[config.mk]
export PLATFORM = sky130hd
export DESIGN_NAME = irq_prio_core
export DESIGN_NICKNAME = d
export VERILOG_FILES = /design/src/rtl/irq_prio_pkg.sv /design/src/rtl/irq_prio_ffs.sv /design/src/rtl/irq_prio_decode.sv /design/src/rtl/irq_prio_resolve.sv /design/src/rtl/irq_prio_state.sv /design/src/rtl/irq_prio_core.sv
export SDC_FILE = /design/constraint.sdc
export NUM_CORES = 1
export LEC_CHECK = 0
export BUFFER_PORTS_ARGS = -buffer_cell sky130_fd_sc_hd__buf_2
export CORE_ASPECT_RATIO = 1.25
export CORE_MARGIN = 2
export CORE_UTILIZATION = 51
export CTS_BUF_LIST = sky130_fd_sc_hd__clkbuf_4 sky130_fd_sc_hd__clkbuf_8
export CTS_CLUSTER_DIAMETER = 120
export DETAILED_ROUTE_END_ITERATION = 8
export PLACE_DENSITY_LB_ADDON = 0.1
export SLEW_MARGIN = 10
export SYNTH_ARGS = -nofsm -noshare
export SYNTH_HDL_FRONTEND = slang
export SYNTH_SLANG_ARGS = --single-unit
[constraint.sdc]
create_clock -name clk -period 2.05 [get_ports clk]
set_clock_uncertainty 0.05 [all_clocks]
set_input_delay 0 -clock clk [delete_from_list [all_inputs] [get_ports clk]]
set_output_delay 0 -clock clk [all_outputs]
set_load 0.02 [all_outputs]
[src/rtl/irq_prio_pkg.sv]
package irq_prio_pkg;

   typedef enum logic [2:0] {
      OP_NOP      = 3'b000,
      OP_EOI_TOP  = 3'b001,
      OP_EOI_LVL  = 3'b011,
      OP_SMM_ON   = 3'b100,
      OP_SMM_OFF  = 3'b101,
      OP_POLL_ARM = 3'b110
   } cmd_op_e;

   typedef struct packed {
      logic mask_wr;
      logic eoi_top;
      logic eoi_lvl;
      logic smm_on;
      logic smm_off;
      logic poll_arm;
   } cmd_t;

   localparam logic [1:0] RSEL_REQ  = 2'd0;
   localparam logic [1:0] RSEL_SVC  = 2'd1;
   localparam logic [1:0] RSEL_MASK = 2'd2;

endpackage

[src/rtl/irq_prio_ffs.sv]
module irq_prio_ffs #(
   parameter int unsigned N  = 8,
   parameter int unsigned IW = $clog2(N)
) (
   input  logic [N-1:0]  vec,
   output logic [N-1:0]  onehot,
   output logic [IW-1:0] idx,
   output logic          found
);
   // lowest index wins: scan from the top so the last hit is the lowest
   always_comb begin
      onehot = '0;
      idx    = '0;
      found  = 1'b0;
      for (int i = N - 1; i >= 0; i--) begin
         if (vec[i]) begin
            onehot    = '0;
            onehot[i] = 1'b1;
            idx       = IW'(i);
            found     = 1'b1;
         end
      end
   end
endmodule

[src/rtl/irq_prio_decode.sv]
module irq_prio_decode
   import irq_prio_pkg::*;
#(
   parameter int unsigned DATA_W = 8,
   parameter int unsigned LVL_W  = 3
) (
   input  logic              wr_en,
   input  logic              wr_sel,
   input  logic [DATA_W-1:0] wr_data,
   output cmd_t              cmd,
   output logic [LVL_W-1:0]  lvl_code
);
   cmd_op_e op;

   always_comb begin
      op       = cmd_op_e'(wr_data[DATA_W-1 -: 3]);
      lvl_code = wr_data[LVL_W-1:0];
      cmd      = '0;
      if (wr_en) begin
         if (!wr_sel) begin
            cmd.mask_wr = 1'b1;
         end else begin
            unique case (op)
               OP_EOI_TOP:  cmd.eoi_top  = 1'b1;
               OP_EOI_LVL:  cmd.eoi_lvl  = 1'b1;
               OP_SMM_ON:   cmd.smm_on   = 1'b1;
               OP_SMM_OFF:  cmd.smm_off  = 1'b1;
               OP_POLL_ARM: cmd.poll_arm = 1'b1;
               default:     ;
            endcase
         end
      end
   end
endmodule

[src/rtl/irq_prio_resolve.sv]
module irq_prio_resolve #(
   parameter int unsigned N           = 8,
   parameter int unsigned LVL_W       = 3,
   parameter bit          SMM_SUPPORT = 1'b1
) (
   input  logic [N-1:0]     irr,
   input  logic [N-1:0]     imr,
   input  logic [N-1:0]     isr,
   input  logic             smm,
   output logic [N-1:0]     win_onehot,
   output logic [LVL_W-1:0] win_idx,
   output logic             win_found
);
   logic [N-1:0] blocked;
   logic [N-1:0] eligible;

   for (genvar i = 0; i < N; i++) begin : g_blk
      if (SMM_SUPPORT) begin : g_relax
         assign blocked[i] = smm ? isr[i] : (|isr[i:0]);
      end else begin : g_strict
         assign blocked[i] = |isr[i:0];
      end
   end

   assign eligible = irr & ~imr & ~blocked;

   irq_prio_ffs #(.N(N), .IW(LVL_W)) u_pick (
      .vec    (eligible),
      .onehot (win_onehot),
      .idx    (win_idx),
      .found  (win_found)
   );

   if (!SMM_SUPPORT) begin : g_unused
      logic smm_unused;
      assign smm_unused = smm;
   end
endmodule

[src/rtl/irq_prio_state.sv]
module irq_prio_state
   import irq_prio_pkg::*;
#(
   parameter int unsigned N           = 8,
   parameter int unsigned LVL_W       = 3,
   parameter bit          SMM_SUPPORT = 1'b1
) (
   input  logic             clk,
   input  logic             rst_n,
   input  logic [N-1:0]     irq_req,
   input  cmd_t             cmd,
   input  logic [LVL_W-1:0] lvl_code,
   input  logic [N-1:0]     mask_data,
   input  logic             rd_en,
   input  logic             ack,
   input  logic [N-1:0]     win_onehot,
   input  logic             win_found,
   output logic [N-1:0]     irr_q,
   output logic [N-1:0]     isr_q,
   output logic [N-1:0]     imr_q,
   output logic             smm_q,
   output logic             poll_q,
   output logic [N-1:0]     grant
);
   logic [N-1:0] top_clr;
   logic [N-1:0] lvl_clr;
   logic [N-1:0] svc_clr;
   logic [LVL_W-1:0] top_idx_unused;
   logic             top_found_unused;

   irq_prio_ffs #(.N(N), .IW(LVL_W)) u_top_svc (
      .vec    (isr_q),
      .onehot (top_clr),
      .idx    (top_idx_unused),
      .found  (top_found_unused)
   );

   for (genvar i = 0; i < N; i++) begin : g_lvl
      assign lvl_clr[i] = cmd.eoi_lvl && (lvl_code == LVL_W'(i));
   end

   assign svc_clr = (cmd.eoi_top ? top_clr : '0) | lvl_clr;
   assign grant   = ((ack || (rd_en && poll_q)) && win_found) ? win_onehot : '0;

   always_ff @(posedge clk or negedge rst_n) begin
      if (!rst_n) begin
         irr_q  <= '0;
         isr_q  <= '0;
         imr_q  <= '1;
         poll_q <= 1'b0;
      end else begin
         irr_q <= irq_req & ~grant;
         isr_q <= (isr_q & ~svc_clr) | grant;
         if (cmd.mask_wr) imr_q <= mask_data;
         if (cmd.poll_arm)  poll_q <= 1'b1;
         else if (rd_en)    poll_q <= 1'b0;
      end
   end

   if (SMM_SUPPORT) begin : g_smm
      always_ff @(posedge clk or negedge rst_n) begin
         if (!rst_n)           smm_q <= 1'b0;
         else if (cmd.smm_on)  smm_q <= 1'b1;
         else if (cmd.smm_off) smm_q <= 1'b0;
      end
   end else begin : g_no_smm
      assign smm_q = 1'b0;
   end
endmodule

[src/rtl/irq_prio_core.sv]
module irq_prio_core
   import irq_prio_pkg::*;
#(
   parameter int unsigned NUM_LEVELS  = 8,
   parameter int unsigned DATA_W      = 8,
   parameter bit          SMM_SUPPORT = 1'b1
) (
   input  logic                  clk,
   input  logic                  rst_n,
   input  logic [NUM_LEVELS-1:0] irq_req,
   input  logic                  wr_en,
   input  logic                  wr_sel,
   input  logic [DATA_W-1:0]     wr_data,
   input  logic                  rd_en,
   input  logic [1:0]            rd_sel,
   output logic [DATA_W-1:0]     rd_data,
   input  logic                  ack,
   output logic                  irq_out
);
   localparam int unsigned LVL_W = $clog2(NUM_LEVELS);

   if (NUM_LEVELS < 2 || NUM_LEVELS > 8 || (1 << LVL_W) != NUM_LEVELS) begin : g_bad_levels
      $error("NUM_LEVELS must be a power of two between 2 and 8");
   end
   if (DATA_W < NUM_LEVELS || DATA_W < LVL_W + 4) begin : g_bad_width
      $error("DATA_W too narrow for register images or command opcodes");
   end

   cmd_t                  cmd;
   logic [LVL_W-1:0]      lvl_code;
   logic [NUM_LEVELS-1:0] irr_q, isr_q, imr_q, grant, win_onehot;
   logic                  smm_q, poll_q, win_found;
   logic [LVL_W-1:0]      win_idx;

   irq_prio_decode #(.DATA_W(DATA_W), .LVL_W(LVL_W)) u_decode (
      .wr_en    (wr_en),
      .wr_sel   (wr_sel),
      .wr_data  (wr_data),
      .cmd      (cmd),
      .lvl_code (lvl_code)
   );

   irq_prio_resolve #(.N(NUM_LEVELS), .LVL_W(LVL_W), .SMM_SUPPORT(SMM_SUPPORT)) u_resolve (
      .irr        (irr_q),
      .imr        (imr_q),
      .isr        (isr_q),
      .smm        (smm_q),
      .win_onehot (win_onehot),
      .win_idx    (win_idx),
      .win_found  (win_found)
   );

   irq_prio_state #(.N(NUM_LEVELS), .LVL_W(LVL_W), .SMM_SUPPORT(SMM_SUPPORT)) u_state (
      .clk        (clk),
      .rst_n      (rst_n),
      .irq_req    (irq_req),
      .cmd        (cmd),
      .lvl_code   (lvl_code),
      .mask_data  (wr_data[NUM_LEVELS-1:0]),
      .rd_en      (rd_en),
      .ack        (ack),
      .win_onehot (win_onehot),
      .win_found  (win_found),
      .irr_q      (irr_q),
      .isr_q      (isr_q),
      .imr_q      (imr_q),
      .smm_q      (smm_q),
      .poll_q     (poll_q),
      .grant      (grant)
   );

   assign irq_out = win_found && !poll_q;

   always_comb begin
      rd_data = '0;
      if (poll_q) begin
         rd_data[DATA_W-1] = win_found;
         if (win_found) rd_data[LVL_W-1:0] = win_idx;
      end else begin
         unique case (rd_sel)
            RSEL_REQ:  rd_data[NUM_LEVELS-1:0] = irr_q;
            RSEL_SVC:  rd_data[NUM_LEVELS-1:0] = isr_q;
            RSEL_MASK: rd_data[NUM_LEVELS-1:0] = imr_q;
            default:   rd_data = '0;
         endcase
      end
   end
endmodule

==> results of run 1 <==
## state kept, by name, indices dropped and copies added (netlist names)
| register | flops |
|---|---|
| u_state.poll_q | 1 |
| u_state.smm_q | 1 |
| u_state.isr_q | 8 |
| u_state.imr_q | 8 |
| u_state.irr_q | 8 |
## cells in the mapped netlist, types with 2 or more instances
master	instances
dfrtp_1	18
nor2_1	18
a21oi_1	9
dfstp_2	8
mux2_2	8
mux2i_1	7
nand2_1	7
nand2b_1	6
o21ai_0	6
clkbuf_1	5
inv_1	4
o221ai_1	4
o31ai_1	4
nand3_1	3
nor2b_1	3
nor3_1	3
nor3b_1	3
o21a_1	3
o22ai_1	3
or3_1	3
or3b_2	3
a211o_1	2
a41oi_1	2
and2_1	2
buf_6	2
nand3b_1	2
nand4b_1	2
o21ba_2	2
o311ai_0	2
o31a_1	2
o41ai_1	2
or2_2	2
## worst max path at each step
| stage | startpoint | endpoint | slack [ns] | cells after the start |
|---|---|---|---|---|
| 2_1_floorplan | u_state.imr_q[1] | u_state.irr_q[6] | 0.14 | 5 |
| 3_3_place_gp | u_state.isr_q[0] | u_state.irr_q[4] | 0.11 | 5 |
| 3_5_place_dp | u_state.isr_q[0] | u_state.irr_q[5] | 0.05 | 5 |
| 4_1_cts | u_state.isr_q[0] | u_state.irr_q[5] | -0.01 | 5 |
| 5_1_grt | u_state.isr_q[1] | rd_data[0] | -0.02 | 6 |
| 6_report | u_state.imr_q[1] | u_state.irr_q[5] | 0.03 | 5 |
## final cells by class
class	count	area (µm²)
timing repair buffer	67	488
clock buffer	3	41.3
clock inverter	1	30.0
tap	37	46.3
fill	241	873
sequential	26	666
inverter	4	15.0
multi-input combinational	131	977
## metal layers
metal	vias to the layer above	global-route usage, %
li1	773	-
met1	793	34.5
met2	78	44.2
met3	17	3.32
met4	0	11.3
met5	-	0
## logic make-up (layout without fill, tap and decap cells)
logic type	Yosys count	after routing	synth area share, %
and+or+nand+nor	62	62	21.3
AOI/OAI and AO/OA	54	54	24.8
DFF	26	26	40.4
muxes	15	15	9.79
buffers and inverters	12	75	3.75
## power breakdown
part	total (W)	internal [W]	leakage, nW	switching, W
clock network	0.000436	0.000261	0.0357	0.000174
registers	0.000813	0.000652	0.290	0.000161
logic	0.000939	0.000467	0.625	0.000472
total	0.00219	0.00138	0.951	0.000807
## metrics by stage
step / area (µm²) / setup TNS [ns]
finish: 2260 / 0
global placement: 1860 / 0
detailed placement: 1860 / 0
global route: 2260 / -0.0226
CTS: 2190 / -0.0117
floorplan: 1640 / 0
## timing repair
item | 4_1_cts | 5_1_grt
endpoints found under the hold margin | 36 | 0
gates resized for setup | 9 | 9
endpoints found under the setup margin | 4 | 10
hold buffers | 20 | 0
pin swaps | 1 | 3
buffers inserted | 2 | 5
gates cloned | 0 | 0
## critical path: stages (launching register included)
cell and delay (ns):
dfstp_2 0.56, nor3b_1 0.08, a211o_1 0.35, or3_1 0.40, buf_4 0.19, o31a_1 0.29
==> results.tsv, run 1 <==
stage	metric	value	unit
timing	final slew viol count	0	
critical_path	CP Max Fanout	5	
routing	routed length per instance	17.7	µm
clock_network	worst skew pair latency	0.27	ns
layout	most frequent cells in the layout	buf_2 (30), dlygate4sd3_1 (20), nor2_1 (18)	
critical_path	Setup CP Type	reg -> reg	
timing	worst-margin pin slew	0.572	ns
floorplanning	Die Y	67.3	µm
timing	WHS	0.154	ns
logic_synthesis	Seq/Total Area, Yosys	40.4	%
critical_path	Reg2Reg Setup Slack	0.03	ns
place	count of input and output buffers	32	
place	placed cell count	238	
layout	Post-Layout Cell Count	269	
pwr	maximum vdd ir drop	0.510	mV
critical_path	critical path required time	2.17	ns
logic_synthesis	ys async rst share	100	%
critical_path	Worst setup EP type	flip-flop	
clock_network	clk slew on worst S/H paths	0.09	ns
worst_hold_path	worst hold path type	in -> reg	
timing	fin crit period	2.02	ns
critical_path	crit path DAT	2.14	ns
clock_network	clk root buf	clkbuf_8	
timing	Max transition margin	61.8	%
critical_path	worst r2r path cells	5	
routing	vias per inst	6.17	
worst_hold_path	WHS Endpoint	u_state.isr_q[0]	
layout	layout net count	257	
routing	via count	1661	
floorplanning	core area	3140	µm²
routing	met3 WL	301	µm
floorplanning	total I/O pin count	33	
routing	top sig layer	met4	
logic_synthesis	number of synthesized flops with an enable pin	0	
layout	Final Core Density	72.2	%
logic_synthesis	Unique masters post-synth	51	
place	Detailed Place HPWL	3.30	mm
logic_synthesis	Avg Inst Size Synth	9.68	µm²
timing	RSZ-0062 raised after global routing	yes	
logic_synthesis	dominant synthesized flop cell	dfrtp_1	
clock_network	CTS HTree Levels	1	
logic_synthesis	Mapped Cells	169	
floorplanning	Die Footprint	3680	µm²
routing	DRT antenna net count	0	
clock_network	CTS sink cnt	26	
critical_path	r2r startpoint	u_state.imr_q[1]	
clock_network	clock buffer depth	2	
pwr	total power	0.00219	W
timing	Max Clock Freq	495	MHz
routing	# DRC	0	
grt	vias in the first global route	1521	
grt	GRT Util Overall	26.8	%
pwr	Power Density	967	nW/µm²
routing	met2 routed wirelength	2.40	mm
layout	Area Growth Syn to Fin	38.3	%
worst_hold_path	Hold Path Stages	4	
routing	WL final	4.76	mm
run	Max-Cap Viols	0	
logic_synthesis	Mapped Nets	193	
logic_synthesis	Seq cells post-synth	26	
timing	Tcrit/Tclk final	98.6	%
worst_hold_path	hold path start	ack	
logic_synthesis	area leader, netlist	dfrtp_1	
layout	ANT cells	0	
place	Placer Congestion	0.960	
critical_path	startpoint types	flip-flop	
grt	global route overflow	0	
clock_network	CTS tree	yes	
grt	initial antenna violation count	0	
timing	setup violators final	0	
grt	largest net degree at the start of global routing	27	
logic_synthesis	Yosys top cell area share	27.5	%
run_status	status	finished, final reports clean	
floorplanning	Initial Utilization	52.2	%
layout	layout cells sized above 1	37.9	%
routing	1st-pass router iterations	4	
timing	Setup WS post-layout	0.0280	ns
timing	Final Hold Viols	0	
critical_path	Reg-to-Reg End	u_state.irr_q[5]	
clock_network	total CTS buffers	3	
floorplanning	Rows	23	
layout	most common cell after layout, fill and taps aside	buf_2	
floorplanning	Die W	54.7	µm
routing	M1 WL	1.87	mm
place	Setup Slack @ Placement	0.0462	ns
grt	first-pass GRT wire length	7.10	mm
logic_synthesis	Synth area leaders	dfrtp_1 (28%), dfstp_2 (13%), mux2_2 (5.5%), mux2i_1 (4.3%), nor2_1 (4.1%)	
logic_synthesis	post-synthesis cell area	1640	µm²
routing	Detailed Route Iter0 Violations	75	
logic_synthesis	Yosys warnings	0	
pwr	P_leak	0.951	nW
No activity file was read; power rests on OpenSTA's default activity.
==> run 2: changes to the inputs <==
--- a/config.mk
+++ b/config.mk
@@ -8,7 +8,7 @@
 export BUFFER_PORTS_ARGS = -buffer_cell sky130_fd_sc_hd__buf_2
 export CORE_ASPECT_RATIO = 1.25
 export CORE_MARGIN = 2
-export CORE_UTILIZATION = 51
+export CORE_UTILIZATION = 57
 export CTS_BUF_LIST = sky130_fd_sc_hd__clkbuf_4 sky130_fd_sc_hd__clkbuf_8
 export CTS_CLUSTER_DIAMETER = 120
 export DETAILED_ROUTE_END_ITERATION = 8
==> constraint.sdc (replaced) <==
create_clock -name clk -period 2.2 [get_ports clk]
set_clock_uncertainty 0.05 [all_clocks]
set_input_delay 0 -clock clk [delete_from_list [all_inputs] [get_ports clk]]
set_output_delay 0 -clock clk [all_outputs]
set_load 0.02 [all_outputs]
==> run 2 against run 1 <==
Compared with the run above: via count is 0.54% lower; final cell count fell by 4.5%; highest routed layer unchanged; largest power group is now registers; clock-buffer cell count increased by 1; critical path depth stayed put; non-clock buffer count is 9 lower; die area decreased by 9.8%; combinational power is 27% lower; sequential cell count did not move; power fell by 22%; design area is 6.7% lower; critical endpoint is now irq_out.
==> results.tsv, run 2 (synthesis gave the netlist of run 1 again) <==
stage	metric	value	unit	change
timing	final slew viol count	0		unchanged
critical_path	Setup CP Type	reg -> out		was reg -> reg
timing	Setup WS post-layout	0.0499	ns	was 0.0280 ns
routing	routed length per instance	18.6	µm	was 17.7 µm
grt	first-pass GRT wire length	7.62	mm	was 7.10 mm
timing	worst-margin pin slew	0.581	ns	was 0.572 ns
place	count of input and output buffers	32		unchanged
critical_path	Critical path destination	irq_out		was u_state.irr_q[5]
grt	GRT Util Overall	30.9	%	was 26.8%
layout	Area Growth Syn to Fin	29.1	%	was 38.3%
grt	largest net degree at the start of global routing	27		unchanged
place	Detailed Place HPWL	3.35	mm	was 3.30 mm
grt	global route overflow	0		unchanged
layout	Multi-input gate area	941	µm²	was 977 µm²
place	Placer Congestion	0.979		was 0.960
worst_hold_path	worst hold path type	in -> reg		unchanged
timing	fin crit period	2.15	ns	
clock_network	CTS HTree Levels	1		unchanged
clock_network	CTS sink cnt	26		unchanged
clock_network	total CTS buffers	3		unchanged
place	placed cell count	231		was 238
clock_network	CTS tree	yes		unchanged
floorplanning	Rows	21		was 23
timing	RSZ-0062 raised after global routing	yes		unchanged
layout	ANT cells	0		unchanged
timing	setup violators final	0		unchanged
clock_network	worst skew pair latency	0.32	ns	was 0.27 ns
layout	register area	667	µm²	was 666 µm²
run	Max-Cap Viols	0		unchanged
routing	# DRC	0		unchanged
layout	layout cells sized above 1	33.2	%	was 37.9%
floorplanning	total I/O pin count	33		unchanged
timing	Tcrit/Tclk final	97.7	%	
clock_network	clk slew on worst S/H paths	0.14	ns	was 0.09 ns
routing	DRT antenna net count	0		unchanged
critical_path	Reg2Reg Setup Slack	0.10	ns	was 0.03 ns
layout	fillers	183		was 241
routing	via count	1652		was 1661
grt	vias in the first global route	1572		was 1521
critical_path	critical path required time	2.15	ns	was 2.17 ns
critical_path	Worst setup EP type	primary output		was flip-flop
critical_path	CP Max Fanout	8		was 5
layout	layout net count	248		was 257
clock_network	clk root buf	clkbuf_4		was clkbuf_8
layout	most common cell after layout, fill and taps aside	buf_2		unchanged
critical_path	crit path DAT	2.10	ns	was 2.14 ns
critical_path	r2r startpoint	u_state.imr_q[1]		unchanged
run_status	status	finished, final reports clean		unchanged
routing	Detailed Route Iter0 Violations	74		was 75
layout	biggest regs	u_state.imr_q (8), u_state.irr_q (8), u_state.isr_q (8)		unchanged
critical_path	worst r2r path cells	4		was 5
pwr	total power	0.00171	W	was 0.00219 W
floorplanning	Die Footprint	3320	µm²	was 3680 µm²
floorplanning	core area	2710	µm²	was 3140 µm²
floorplanning	Initial Utilization	60.5	%	was 52.2%
grt	initial antenna violation count	0		unchanged
layout	Post-Layout Cell Count	257		was 269
timing	Max Clock Freq	465	MHz	
critical_path	start point of the critical path	u_state.isr_q[4]		was u_state.imr_q[1]
routing	1st-pass router iterations	4		unchanged
clock_network	clock buffer depth	2		unchanged
pwr	Power Density	811	nW/µm²	was 967 nW/µm²
floorplanning	Die W	51.9	µm	was 54.7 µm
place	Setup Slack @ Placement	0.115	ns	was 0.0462 ns
pwr	maximum vdd ir drop	0.562	mV	was 0.510 mV
timing	Final Hold Viols	0		unchanged
critical_path	startpoint types	flip-flop		unchanged
floorplanning	Die Y	63.9	µm	was 67.3 µm
routing	vias per inst	6.43		was 6.17
pwr	P_leak	0.881	nW	was 0.951 nW
layout	most frequent cells in the layout	buf_2 (31), dlygate4sd3_1 (21), nor2_1 (18)		was buf_2 (30), dlygate4sd3_1 (20), nor2_1 (18)
timing	Max transition margin	61.3	%	was 61.8%
critical_path	Reg-to-Reg End	u_state.irr_q[6]		was u_state.irr_q[5]
routing	WL final	4.79	mm	was 4.76 mm
[run 2: cell count changes in the layout (fill, tap and decap cells not counted), moves of 2 or more]
cell      change
a41oi_1       +2
clkbuf_4      +3
or3b_4        -2
buf_4         -9
a41oi_2       -2
clkbuf_8      -2
or3b_2        +2
[run 2: worst max-delay path: stages (launching register included)]
cell and delay (ns):
dfrtp_2 0.48, or3b_2 0.52, a21boi_0 0.16, a2bb2oi_1 0.19
a41oi_1 0.24, buf_2 0.19
[run 2: cell type report]
class                           count  share of cell area, %
Inverter                            4                  0.711
Clock buffer                        4                   1.72
Sequential cell                    26                   31.6
Tap cell                           34                   2.01
Multi-Input combinational cell    131                   44.5
Timing Repair Buffer               58                   19.4
[run 2: worst min path at each step]
| stage | startpoint | endpoint | cells after the start |
|---|---|---|---|
| after floorplan | rst_n | u_state.irr_q[0] | 0 |
| after global placement | rst_n | u_state.irr_q[3] | 1 |
| after detailed placement | rst_n | u_state.poll_q | 1 |
| after CTS | ack | u_state.isr_q[0] | 3 |
| after global routing | ack | u_state.isr_q[0] | 3 |
| final | ack | u_state.isr_q[0] | 3 |
[run 2: power breakdown]
group / internal, W / total, W / switching, W
clock network: 0.000101 / 0.000242 / 0.000140
logic: 0.000313 / 0.000685 / 0.000372
registers: 0.000609 / 0.000787 / 0.000178
total: 0.00102 / 0.00171 / 0.000691
[run 2: metrics by stage]
stage | TNS [ns] | hold WS, ns | util [%] | area [µm²]
global placement | 0 | -0.0374 | 67.4 | 1820
floorplan | 0 | -0.346 | - | 1640
global route | -0.0982 | 0.0150 | 78.0 | 2110
detailed placement | 0 | -0.0176 | 67.4 | 1820
CTS | 0 | 0.0139 | 76.7 | 2080
finish | 0 | 0.0365 | 78.0 | 2110
[run 2: per-layer routing]
layer	global-route usage, %	vias to the layer above	part of all wire, %
li1	-	750	-
met1	37.9	790	38
met2	51.6	94	50
met3	4.91	18	7.6
met4	14.8	0	4.2
met5	0	-	0
[run 2: what timing repair did]
action,4_1_cts,5_1_grt
setup buffers,0,1
hold buffers,21,0
resized for setup,1,9
pin swaps,0,1
setup endpoints to repair,1,7
hold endpoints to repair,44,0
==> run 3: changes to the inputs <==
--- a/config.mk
+++ b/config.mk
@@ -12,6 +12,7 @@
 export CTS_BUF_LIST = sky130_fd_sc_hd__clkbuf_4 sky130_fd_sc_hd__clkbuf_8
 export CTS_CLUSTER_DIAMETER = 120
 export DETAILED_ROUTE_END_ITERATION = 8
+export MAX_ROUTING_LAYER = met4
 export PLACE_DENSITY_LB_ADDON = 0.1
 export SLEW_MARGIN = 10
 export SYNTH_ARGS = -nofsm -noshare
==> run 3 against run 2 <==
Compared with the run above: sequential share of layout area is 0.37 points lower; fmax is 2.2% higher; critical path depth is 1 higher; utilization is 0.79 points higher; worst hold slack better by 0.10 ns; power is 0.84% lower; sequential cell count stayed put; via count is 0.61% lower.
==> results.tsv, run 3 (synthesis gave the netlist of run 1 again) <==
stage	metric	value	unit	change
critical_path	slowest stage cell, crit path	a211oi_1		was or3b_2
timing	Setup WS post-layout	0.0963	ns	was 0.0499 ns
layout	most frequent cells in the layout	buf_2 (31), dlygate4sd3_1 (22), nor2_1 (18)		was buf_2 (31), dlygate4sd3_1 (21), nor2_1 (18)
routing	routed length per instance	18.2	µm	was 18.6 µm
timing	worst-margin pin slew	0.585	ns	was 0.581 ns
grt	first-pass GRT wire length	7.54	mm	was 7.62 mm
place	Placer Congestion	0.997		was 0.979
floorplanning	Die W	51.9	µm	unchanged
timing	RSZ-0062 raised after global routing	no		was yes
routing	DRT antenna net count	0		unchanged
timing	Final Hold Viols	0		unchanged
timing	Tcrit/Tclk final	95.6	%	was 97.7%
routing	1st-pass router iterations	4		unchanged
clock_network	CTS tree	yes		unchanged
routing	via count	1642		was 1652
pwr	P_leak	0.890	nW	was 0.881 nW
layout	Area Growth Syn to Fin	30.4	%	was 29.1%
critical_path	startpoint types	flip-flop		unchanged
routing	# DRC	0		unchanged
critical_path	crit-path cells	buf_4 > inv_1 > a211oi_1 > nand3b_1 > o22ai_1 > buf_2		was or3b_2 > a21boi_0 > a2bb2oi_1 > a41oi_1 > buf_2
clock_network	total CTS buffers	3		unchanged
place	count of input and output buffers	32		unchanged
floorplanning	Die Y	63.9	µm	unchanged
pwr	total power	0.00170	W	was 0.00171 W
layout	fillers	190		was 183
floorplanning	core area	2710	µm²	unchanged
run_status	status	finished, final reports clean		unchanged
clock_network	worst skew pair latency	0.33	ns	was 0.32 ns
floorplanning	Die Footprint	3320	µm²	unchanged
timing	Max Clock Freq	475	MHz	was 465 MHz
grt	initial antenna violation count	0		unchanged
layout	ANT cells	0		unchanged
floorplanning	Initial Utilization	60.5	%	unchanged
critical_path	crit path DAT	2.05	ns	was 2.10 ns
place	Setup Slack @ Placement	0.160	ns	was 0.115 ns
place	Detailed Place HPWL	3.34	mm	was 3.35 mm
clock_network	CTS sink cnt	26		unchanged
floorplanning	Rows	21		unchanged
pwr	maximum vdd ir drop	0.597	mV	was 0.562 mV
floorplanning	total I/O pin count	33		unchanged
worst_hold_path	worst hold path type	in -> async		was in -> reg
clock_network	clock buffer depth	2		unchanged
critical_path	CP Max Fanout	11		was 8
clock_network	CTS HTree Levels	1		unchanged
grt	largest net degree at the start of global routing	27		unchanged
critical_path	crit-path max cell delay	0.48	ns	was 0.52 ns
timing	Setup Total Neg Slack	0	ns	unchanged
critical_path	Worst setup EP type	primary output		unchanged
timing	setup violators final	0		unchanged
layout	layout net count	250		was 248
grt	GRT Util Overall	31.6	%	was 30.9%
layout	most common cell after layout, fill and taps aside	buf_2		unchanged
timing	fin crit period	2.10	ns	was 2.15 ns
run	Max-Cap Viols	0		unchanged
critical_path	critical path required time	2.15	ns	about the same
pwr	Power Density	797	nW/µm²	was 811 nW/µm²
layout	biggest regs	u_state.imr_q (8), u_state.irr_q (8), u_state.isr_q (8)		unchanged
layout	layout cells sized above 1	33.8	%	was 33.2%
critical_path	Setup CP Type	reg -> out		unchanged
grt	global route overflow	0		unchanged
routing	WL final	4.71	mm	was 4.79 mm
routing	Detailed Route Iter0 Violations	103		was 74
clock_network	clk root buf	clkbuf_4		unchanged
timing	final slew viol count	0		unchanged
timing	Max transition margin	61.0	%	was 61.3%
routing	vias per inst	6.34		was 6.43
grt	vias in the first global route	1572		unchanged
clock_network	clk slew on worst S/H paths	0.14	ns	about the same
-- run 3: through the flow --
step                instances  hold WS (ns)  utilization, %  area [µm²]
floorplan                 169        -0.346               -        1640
global placement          231       -0.0369            67.4        1820
finish                    259         0.138            78.8        2130
CTS                       257         0.159            76.8        2080
global route              259         0.175            78.8        2130
detailed placement        231       -0.0180            67.4        1820
-- run 3: final timing paths --
kind / start / depth (start not counted) / slack (ns) / endpoint
min: rst_n / 2 / 0.14 / u_state.isr_q[6]
min in group clk: wr_sel / 4 / 0.17 / u_state.imr_q[1]
max in group asynchronous: rst_n / 2 / 1.55 / u_state.isr_q[2]
max reg2reg: u_state.imr_q[1] / 4 / 0.12 / u_state.irr_q[6]
min reg2reg: u_state.imr_q[2] / 1 / 0.59 / u_state.imr_q[2]
max: u_state.poll_q / 6 / 0.1 / rd_data[2]
-- run 3: routing by layer --
metal | global-route usage, % | wire length, µm
met5 | - | 0
met4 | 15.1 | 195
met3 | 4.21 | 269
met2 | 50.8 | 2390
met1 | 38.6 | 1850
-- run 3: layout make-up --
cell class / count / area, µm² / share of cell area, %
multi-input cells: 131 / 952 / 44.6
flip-flops and latches: 26 / 666 / 31.2
repair buffers: 60 / 428 / 20.1
well taps: 34 / 42.5 / 1.99
clock buffers: 4 / 30.0 / 1.41
inverters: 4 / 15.0 / 0.704
-- run 3: power by group --
group	switching [W]	internal (W)
clock	0.000139	0.0000834
combinational	0.000376	0.000329
sequential	0.000165	0.000607
-- run 3: what timing repair did --
item | 4_1_cts | 5_1_grt
resized for setup | 1 | 10
endpoints found under the hold margin | 45 | 0
pin swaps | 0 | 1
buffers inserted | 0 | 2
setup endpoints to repair | 1 | 5
hold buffers | 22 | 0
-- run 3: critical path: cells and delay by family, from the launching register on --
kind / cells / cell delay [ns]
AOI/OAI and AO/OA: 2 / 0.67
buffers and inverters: 3 / 0.55
DFF: 1 / 0.39
and+or+nand+nor: 1 / 0.13
